File: src/rtl/ata_taskfile_unit.sv
module ata_taskfile_unit #(
  parameter int WORDS  = 256,
  parameter int WORD_W = 16,
  localparam int IDX_W = (WORDS > 1) ? $clog2(WORDS) : 1
) (
  input  logic              clk,
  input  logic              rst_n,
  input  logic              host_req,
  input  logic              host_we,
  input  logic [2:0]        host_addr,
  input  logic [7:0]        host_wdata,
  output logic [WORD_W-1:0] host_rdata,
  output logic              irq,
  input  logic              intr_disable,
  output logic              flush_req,
  input  logic              flush_done,
  output logic [IDX_W-1:0]  word_index,
  input  logic [WORD_W-1:0] word_in
);

  localparam logic [7:0] OP_IDENT = 8'hEC;
  localparam logic [7:0] OP_FLUSH = 8'hE7;
  localparam logic [7:0] ABORTED  = 8'h04;
  localparam logic [2:0] A_DATA = 3'd0, A_ERR = 3'd1, A_CMD = 3'd7;

  logic [7:0] feat_q, count_q, lba0_q, lba1_q, lba2_q, dev_q, err_q;
  logic       bsy_q, drq_q, fail_q, pend_q;
  logic [IDX_W-1:0] idx_q;

  logic wr, rd, cmd_wr, reg_wr, data_rd, stat_rd, last_word, flush_end;
  logic starts_flush, done_evt;
  logic [7:0] status;

  assign wr        = host_req & host_we;
  assign rd        = host_req & ~host_we;
  assign cmd_wr    = wr & (host_addr == A_CMD);
  assign reg_wr    = wr & (host_addr != A_CMD) & ~bsy_q;
  assign data_rd   = rd & (host_addr == A_DATA) & drq_q;
  assign stat_rd   = rd & (host_addr == A_CMD);
  assign last_word = idx_q == IDX_W'(WORDS - 1);
  assign flush_end = bsy_q & flush_done & ~cmd_wr;
  assign starts_flush = cmd_wr & ~bsy_q & ~dev_q[4] & (host_wdata == OP_FLUSH);
  assign done_evt  = (cmd_wr & ~starts_flush) | flush_end;

  assign status     = {bsy_q, 1'b1, 1'b0, 1'b0, drq_q, 2'b00, fail_q};
  assign irq        = pend_q & ~intr_disable;
  assign flush_req  = bsy_q;
  assign word_index = idx_q;

  always_comb begin
    host_rdata = '0;
    case (host_addr)
      A_DATA:  host_rdata = drq_q ? word_in : '0;
      A_ERR:   host_rdata[7:0] = err_q;
      3'd2:    host_rdata[7:0] = count_q;
      3'd3:    host_rdata[7:0] = lba0_q;
      3'd4:    host_rdata[7:0] = lba1_q;
      3'd5:    host_rdata[7:0] = lba2_q;
      3'd6:    host_rdata[7:0] = dev_q;
      default: host_rdata[7:0] = status;
    endcase
  end

  always_ff @(posedge clk) begin
    if (!rst_n) begin
      feat_q <= '0; count_q <= '0; lba0_q <= '0; lba1_q <= '0; lba2_q <= '0;
      dev_q <= '0; err_q <= '0; bsy_q <= 1'b0; drq_q <= 1'b0; fail_q <= 1'b0;
      idx_q <= '0;
    end else begin
      if (reg_wr) begin
        case (host_addr)
          3'd1: feat_q  <= host_wdata;
          3'd2: count_q <= host_wdata;
          3'd3: lba0_q  <= host_wdata;
          3'd4: lba1_q  <= host_wdata;
          3'd5: lba2_q  <= host_wdata;
          3'd6: dev_q   <= host_wdata;
          default: ;
        endcase
      end
      if (cmd_wr) begin
        drq_q <= 1'b0;
        bsy_q <= 1'b0;
        if (bsy_q || dev_q[4]) begin
          fail_q <= 1'b1;
          err_q  <= ABORTED;
        end else begin
          case (host_wdata)
            OP_IDENT: begin
              drq_q <= 1'b1; idx_q <= '0; fail_q <= 1'b0; err_q <= '0;
            end
            OP_FLUSH: begin
              bsy_q <= 1'b1; fail_q <= 1'b0; err_q <= '0;
            end
            default: begin
              fail_q <= 1'b1; err_q <= ABORTED;
            end
          endcase
        end
      end else if (flush_end) begin
        bsy_q <= 1'b0;
      end else if (data_rd) begin
        idx_q <= idx_q + 1'b1;
        if (last_word) drq_q <= 1'b0;
      end
    end
  end

  always_ff @(posedge clk) begin
    if (!rst_n)                        pend_q <= 1'b0;
    else if (done_evt && !intr_disable) pend_q <= 1'b1;
    else if (stat_rd)                  pend_q <= 1'b0;
  end

  assert_bsy_drq_excl_R5: assert property (@(posedge clk) disable iff (!rst_n)
    !(bsy_q && drq_q));

  assert_bsy_from_cmd_R5: assert property (@(posedge clk) disable iff (!rst_n)
    $rose(bsy_q) |-> $past(cmd_wr));

  assert_drq_drop_R3: assert property (@(posedge clk) disable iff (!rst_n)
    $fell(drq_q) |-> $past(cmd_wr) || $past(data_rd && last_word));

  assert_irq_clear_R4: assert property (@(posedge clk) disable iff (!rst_n)
    (stat_rd && !done_evt) |=> !irq);

  assert_irq_gated_R10: assert property (@(posedge clk) disable iff (!rst_n)
    $rose(pend_q) |-> !$past(intr_disable));

  assert_err_abrt_R6: assert property (@(posedge clk) disable iff (!rst_n)
    fail_q |-> err_q == ABORTED);

  assert_no_write_busy_R8: assert property (@(posedge clk) disable iff (!rst_n)
    $past(bsy_q) && bsy_q |-> $stable(count_q) && $stable(dev_q));

endmodule

File: config.mk
export PLATFORM = sky130hd
export DESIGN_NAME = ata_taskfile_unit
export DESIGN_NICKNAME = d
export VERILOG_FILES = /design/src/rtl/ata_taskfile_unit.sv
export SDC_FILE = /design/constraint.sdc
export NUM_CORES = 1
export LEC_CHECK = 0
export ABC_AREA = 1
export ABC_CLOCK_PERIOD_IN_PS = 2550
export CAP_MARGIN = 10
export CORE_MARGIN = 10
export CORE_UTILIZATION = 45
export DETAILED_ROUTE_END_ITERATION = 7
export PLACE_DENSITY_LB_ADDON = 0.15
export SYNTH_ARGS = -nofsm -noshare
export SYNTH_HDL_FRONTEND = slang
export SYNTH_SLANG_ARGS = --single-unit
File: constraint.sdc
create_clock -name clk -period 2.55 [get_ports clk]
set_input_delay 0.51 -clock clk [delete_from_list [all_inputs] [get_ports clk]]
set_output_delay 0.51 -clock clk [all_outputs]
set_load 0.02 [all_outputs]
Word level (Yosys, flattened, before mapping)
Cells that the tools add are included.
Widths: inputs -> output; s select.
{"block": "totals", "reg_bits": 60, "word_cells": 88, "output_inout_bits": 26}
{"block": "op_classes", "n_eq_ne": 14, "muxes": 24, "addsub": 1, "reduce_logical": 16, "bitwise": 22}
{"op": "$pmux 8 s7", "count": 1}
{"op": "$mux 8", "count": 6}
{"op": "$eq 8x8->1 const B", "count": 3}
{"op": "$mux 16", "count": 1}
{"op": "$and 1x1->1", "count": 15}
{"op": "$mux 1", "count": 14}
{"op": "$eq 3x3->1 const B", "count": 4}
{"op": "$reduce_and 2->1", "count": 5}
{"op": "$add 8x1->8 const B", "count": 1}
{"op": "$reduce_bool 2->1", "count": 4}
{"op": "$eq 3x2->1 const B", "count": 2}
{"op": "$mux 3", "count": 2}
{"op": "$not 1->1", "count": 6}
{"op": "$ne 2x2->1 const B", "count": 2}
{"op": "$reduce_and 4->1", "count": 1}
{"op": "$eq 3x1->1 const B", "count": 1}
{"op": "$logic_not 3->1", "count": 1}
{"op": "$ne 3x3->1 const B", "count": 1}
{"op": "$reduce_and 3->1", "count": 1}
{"op": "$ne 2x1->1 const B", "count": 1}
{"op": "$reduce_or 2->1", "count": 1}
{"op": "$logic_and 1x1->1", "count": 1}
{"op": "$logic_not 1->1", "count": 1}
{"op": "$logic_or 1x1->1", "count": 1}
{"op": "$or 1x1->1", "count": 1}

Depth between registers and ports, before layout
Gate-level depths: netlist of the first run.
{"block": "depth", "ltp_word": 10, "ltp_mapped": 9, "depth_no_buf": 9}

Least setup slack after synthesis of the first run
No wires, ideal clock.
{"block": "synth_timing", "kind": "input -> output", "start": "in host_addr[2]", "end": "out host_rdata[10]", "stages": 5, "required_time_ns": 2.040, "slack_ns": 0.641, "arrival_time_ns": 1.399, "cell_sequence": "inv_2 > nand2_1 > nor2_4 > inv_1 > nor2_1"}
{"block": "synth_via", "elab_chain_cells": 2}
{"element": "start, declared", "line": "10", "rtl": "input logic [2:0] host_addr,"}
{"element": "$logic_not 3->1", "line": "52", "rtl": "case (host_addr)"}
{"element": "$mux 8", "line": "52"}
{"element": "end, declared", "line": "12", "rtl": "output logic [WORD_W-1:0] host_rdata,"}
No other way between the ends.

Worst setup path in the final report of the first run
{"block": "layout_timing", "start": "in host_addr[1]", "end": "out host_rdata[6]"}
{"block": "layout_via", "elab_chain_cells": 2}
{"element": "$eq 3x3->1, or another cell as far along", "line": "52"}
{"element": "$pmux 8 s7 (*)", "line": "52"}
Every way passes the cells marked *; elsewhere a longest branch is shown, timed or not.

==> results.yml, run 1 <==
grt:
  grt_max_degree: 18
  antenna_found_initial: 0
  grt.total_usage_pct: 17.2
  grt_pass1_vias: 2547
  overflow: 0
  grt_pass1_wl_microns: 12700
power:
  internal_power_mw: 1.31
  power_frac_clock_pct: 39.9
  fin_total_pwr_mw: 1.70
  pwr_density_cell_nw_per_um2: 474
  p_sw_mw: 0.389
  power_frac_seq_pct: 49.0
  p_leak_nw: 1.55
  power_switching_share_pct: 22.9
  ir_drop_mv: 0.311
  combPwrFrac_pct: 11.1
logic_synthesis:
  yosys.area.top_type: "dfxtp_1"
  ys_async_sr_fraction_pct: 0
  yosys_warnings: 0
  yosys-top-cells-area: "dfxtp_1, nor2_1, nand2_1"
  ys_seq_elements: 52
  synth_edf_count: 0
  netlist_area_sq_um: 2620
  synth-main-ff-cell: "dfxtp_1"
  synth_fp_nets: 424
  syn_area_per_cell_sq_um: 6.71
  synth_top_area_share_pct: 39.8
  synthCells: 390
  ys_types: 26
  ys_seq_area_share_pct: 39.8
sta:
  hold_violations: 0
  worstMarginPinSlew_ns: 0.484
  slew_viol_final: 0
  rsz0062_at_grt: "no"
  fin_skew_ns: 0.00768
  maxSlewHeadroom_pct: 67.6
  finalCriticalPeriod_ns: 2.34
  final.period_utilization_pct: 91.6
  fin_tns_setup_ns: 0
  setup_viol: 0
  max_freq_ghz: 0.428
setup_path:
  critical_path_class: "in2out"
  r2r-end: "word_index[1]$_SDFFE_PN0P_"
  crit_start: "host_addr[1]"
  slowest_stage: "dlygate4sd2_1"
  r2r_slack_ns: 1.21
  crit_arrival_ns: 1.83
  cp.depth: 7
  crit_buf_inv: 4
  cpMostUsedCell: "buf_4"
  crit_family: "buffers and inverters"
  end_kind: "output port"
  crit_fanout: 5
  path_cells: "dlygate4sd2_1, buf_4, nor3_4, buf_4, a21oi_1, nand4_1, clkdlybuf4s15_2"
  critical_path_required_ns: 2.04
  r2r_start: "flush_req$_SDFFE_PN0P_"
  worstSetupStartpointType: "input pin"
  rr_worst_depth: 7
  cpPeakStageDelay_ns: 0.29
  crit_path_end: "host_rdata[6]"
floorplan:
  dieArea_sq_um: 9270
  rows: 27
  fp.coreArea_sq_um: 5570
  die_width_microns: 96.3
  fp.dieH_microns: 96.3
  ioPinCount: 59
  start_util_pct: 47.0
finish:
  drive_gt1_share_pct: 15.2
  nets: 507
  final_cell_mix: "nor2_1, nand2_1, dfxtp_1"
  final_common_cell: "nor2_1"
  post-route-util_pct: 64.4
  antenna_cells: 0
  area_delta_synth_final_pct: 37.1
detailed_routing:
  drc_errors: 0
  route.top_layer_used: "met4"
  wl_met2_microns: 3930
  wl_per_cell_microns: 14.1
  via_per_inst: 4.95
  wl_met1_microns: 3390
  drt_first_pass_iters: 4
  drt_wl_total_microns: 7720
  antenna_left: 0
  drt-initial-drc-count: 157
  routed-via-count: 2702
  wl_met3_microns: 354
min_path:
  hold_path_class: "reg2reg"
  min_path_cells: 2
placed_design:
  hpwl_microns: 6140
  port_buffers: 58
  gp_congestion: 0.883
clocking:
  cts_tree: "yes"
  cts_num_sinks: 52
  cts_root_buf: "clkbuf_8"
  cts_max_level: 2
  cts_buffers: 5
  path_clk_slew_ns: 0.09
  cts.path.max_buffers: 2
  clock_latency_ns: 0.31
run:
  cap_violations: 0
status:
  status: "complete, no violations"
## area by class of cell
type                       count  area, sq um
inverter                      37          156
sequential                    52         1040
fill                         533         1990
multi-input combinational    295         1400
tap                           72         90.1
clock inverter                 3         68.8
timing repair buffer          82          763
clock buffer                   5         68.8
## worst min-delay path: cells and delay by family (launching register included)
family | cells | cell delay [ns]
DFF | 1 | 0.32
and+or+nand+nor | 1 | 0.06
AOI/OAI and AO/OA | 1 | 0.05
## registers in the layout (all words and copies together) (netlist names)
register,count
count_q,8
dev_q,8
drq_q,1
err_q,1
flush_req,1
lba0_q,8
lba1_q,8
lba2_q,8
pend_q,1
word_index,8
## per-layer routing
| layer | vias up | GRT usage [%] |
|---|---|---|
| met2 | 51 | 29.3 |
| met5 | - | 0 |
| li1 | 1426 | - |
| met1 | 1220 | 21.7 |
| met3 | 5 | 3.74 |
| met4 | 0 | 3.81 |
## worst min path at each step
stage,start,endpoint,slack [ns]
2_1_floorplan,pend_q$_SDFFE_PN0P_,pend_q$_SDFFE_PN0P_,0.44
3_3_place_gp,pend_q$_SDFFE_PN0P_,pend_q$_SDFFE_PN0P_,0.46
3_5_place_dp,pend_q$_SDFFE_PN0P_,pend_q$_SDFFE_PN0P_,0.46
4_1_cts,pend_q$_SDFFE_PN0P_,pend_q$_SDFFE_PN0P_,0.48
5_1_grt,lba1_q[6]$_SDFFE_PN0P_,lba1_q[6]$_SDFFE_PN0P_,0.52
6_report,pend_q$_SDFFE_PN0P_,pend_q$_SDFFE_PN0P_,0.47
## what timing repair did
| item | 4_1_cts | 5_1_grt |
|---|---|---|
| hold buffers | 0 | 0 |
| pin swaps | 1 | 0 |
| endpoints found under the hold margin | 0 | 0 |
| setup buffers | 2 | 0 |
| endpoints found under the setup margin | 16 | 16 |
| resized for setup | 41 | 16 |
## power groups by stage
stage          registers, mW  logic, mW  clock network [mW]
2_1_floorplan          0.850     0.0759                   0
3_3_place_gp           0.852      0.187                   0
3_5_place_dp           0.852      0.189                   0
4_1_cts                0.834      0.188               0.687
5_1_grt                0.836      0.206               0.725
6_report               0.834      0.189               0.678
## kinds of logic (layout without fill, tap and decap cells)
family	Yosys count	count (layout)	synth area share, %
and+or+nand+nor	218	218	37.8
adders and majority gates	1	1	0.478
xor gates and xnor gates	1	1	0.335
DFF	52	52	39.8
buffers and inverters	43	127	7.07
AOI/OAI and AO/OA	75	75	14.5
## cells in the mapped netlist, drive strengths merged (2+ instances only)
master and number:
nand3 17, a21oi 26, a22oi 2, dfxtp 52, clkinv 4, nor3 5, clkbuf 3, buf 3
nor2 96, nand4 11, o21ai 47, inv 33, nand2 89
## per-stage QoR
step                      worst slack [ns]  instances  instance area (sq um)  hold WS [ns]
final                                0.214        546                   3590         0.471
after global routing                0.0980        546                   3590         0.516
after CTS                          -0.0129        546                   3600         0.476
after detailed placement            -0.445        536                   3460         0.462
after global placement              -0.413        536                   3460         0.459
after floorplan                      0.641        390                   2620         0.443
Note: power is estimated with default switching activity, not from simulation.
==> inputs of run 2 (changes only) <==
CORE_UTILIZATION = 30   (was 45)
==> results.yml, run 2 (synthesized netlist as in run 1, its figures left out) <==
status:
  status: "complete, no violations"
setup_path:
  crit_family: "buffers and inverters"
  crit_arrival_ns: 1.81
  end_kind: "output port"
  r2r_start: "drq_q$_SDFFE_PN0P_"
  critical_path_class: "in2out"
  crit_buf_inv: 5
  crit_fanout: 8
  r2r-end: "word_index[1]$_SDFFE_PN0P_"
  rr_worst_depth: 9
  cpPeakStageDelay_ns: 0.35
  slowest_stage: "dlygate4sd2_1"
  worstSetupStartpointType: "input pin"
  r2r_slack_ns: 1.15
  critical_path_required_ns: 2.04
  path_cells: "dlygate4sd2_1, nor2_1, inv_2, nor2_4, buf_4, inv_1, nor2_1, dlygate4sd2_1"
min_path:
  holdCritStartpoint: "pend_q$_SDFFE_PN0P_"
  hold_end: "pend_q$_SDFFE_PN0P_"
  min_path_cells: 2
  hold_path_class: "reg2reg"
finish:
  post-route-util_pct: 42.5
  nets: 514
  fill_cells: 894
  final_common_cell: "nor2_1"
  multi_input_area_sq_um: 1400
  regArea_sq_um: 1040
  antenna_cells: 0
  drive_gt1_share_pct: 15.4
  final_cell_mix: "nor2_1, nand2_1, dfxtp_1"
  area_delta_synth_final_pct: 39.7
  final_cells: 589
grt:
  grt.total_usage_pct: 13.3
  grt_pass1_vias: 2698
  grt_pass1_wl_microns: 13900
  overflow: 0
  grt_max_degree: 24
  antenna_found_initial: 0
floorplan:
  ioPinCount: 59
  fp.coreArea_sq_um: 8590
  rows: 34
  start_util_pct: 30.5
  die_width_microns: 113
  dieArea_sq_um: 12900
  fp.dieH_microns: 113
sta:
  maxSlewHeadroom_pct: 75.6
  final.period_utilization_pct: 90.9
  fin_skew_ns: 0.00696
  hold_violations: 0
  setup_viol: 0
  worstMarginPinSlew_ns: 0.364
  fin_hold_ws_ns: 0.472
  rsz0062_at_grt: "no"
  slew_viol_final: 0
  finalCriticalPeriod_ns: 2.32
  max_freq_ghz: 0.431
  fin_tns_setup_ns: 0
run:
  cap_violations: 0
clocking:
  cts_tree: "yes"
  cts_root_buf: "clkbuf_8"
  cts-hold-fix-buffers: 0
  clock_latency_ns: 0.31
  cts_buffers: 5
  cts_max_level: 2
  cts_num_sinks: 52
  path_clk_slew_ns: 0.10
  cts.path.max_buffers: 2
placed_design:
  hpwl_microns: 6600
  port_buffers: 58
  place_inst: 576
  gp_congestion: 0.855
detailed_routing:
  wl_per_cell_microns: 14.4
  drt_first_pass_iters: 4
  via_per_inst: 4.68
  antenna_left: 0
  drc_errors: 0
  drt_wl_total_microns: 8470
  drt-initial-drc-count: 104
  routed-via-count: 2758
power:
  fin_total_pwr_mw: 1.65
  pwr_density_cell_nw_per_um2: 452
  p_leak_nw: 1.60
  ir_drop_mv: 0.186
-- run 2: changes by cell type in the layout (fill, tap and decap cells not counted), sizes merged --
cell,delta
clkdlybuf4s15,-3
clkbuf,-4
inv,-1
dlygate4sd2,+6
bufinv,-1
buf,+10
-- run 2: worst register-to-register path, cell delays in order (launching register included) --
cell and delay (ns):
dfxtp_1 0.33, nand2_1 0.10, nor2_4 0.04, buf_4 0.13, buf_4 0.12, buf_4 0.13, nand3_4 0.13, nand2_4 0.10
o21ai_0 0.17, nor2_1 0.06
-- run 2: worst max-delay path by stage --
stage / startpoint / end / cells after the start
finish: host_addr[1] / host_rdata[15] / 8
global route: host_addr[1] / host_rdata[2] / 10
CTS: host_addr[2] / host_rdata[8] / 8
detailed placement: host_addr[2] / host_rdata[14] / 7
global placement: host_addr[2] / host_rdata[8] / 7
floorplan: host_addr[2] / host_rdata[10] / 5
-- run 2: cell type report --
| class | instances | share of cell area, % |
|---|---|---|
| Multi-Input combinational cell | 295 | 38.2 |
| Sequential cell | 52 | 28.5 |
| Timing Repair Buffer | 89 | 21.9 |
| Clock buffer | 7 | 2.64 |
| Inverter | 37 | 4.28 |
| Clock inverter | 1 | 0.821 |
| Tap cell | 108 | 3.70 |
-- run 2: power by group --
part | switching (mW) | internal [mW]
registers | 0.00800 | 0.826
clock network | 0.279 | 0.347
logic | 0.101 | 0.0909
-- run 2: what timing repair did --
action,in CTS,in global routing
buffers inserted,4,1
resized for setup,42,8
endpoints found under the setup margin,16,16
cloned,0,0
pin swaps,2,2
-- run 2: per-stage QoR --
stage                     cell area (sq um)  setup slack (ns)
after global routing                   3660             0.137
after global placement                 3510            -0.419
after CTS                              3630           0.00271
final                                  3660             0.231
after detailed placement               3510            -0.442
after floorplan                        2620             0.641
-- run 2: per-layer routing --
metal	global-route usage, %	part of all wire [%]	vias up	routed length, microns
li1	-	-	1435	-
met4	3.89	0.74	0	63
met3	2.57	4.5	4	379
met2	22.9	51	53	4290
met1	16.3	44	1266	3730
met5	0	0	-	0
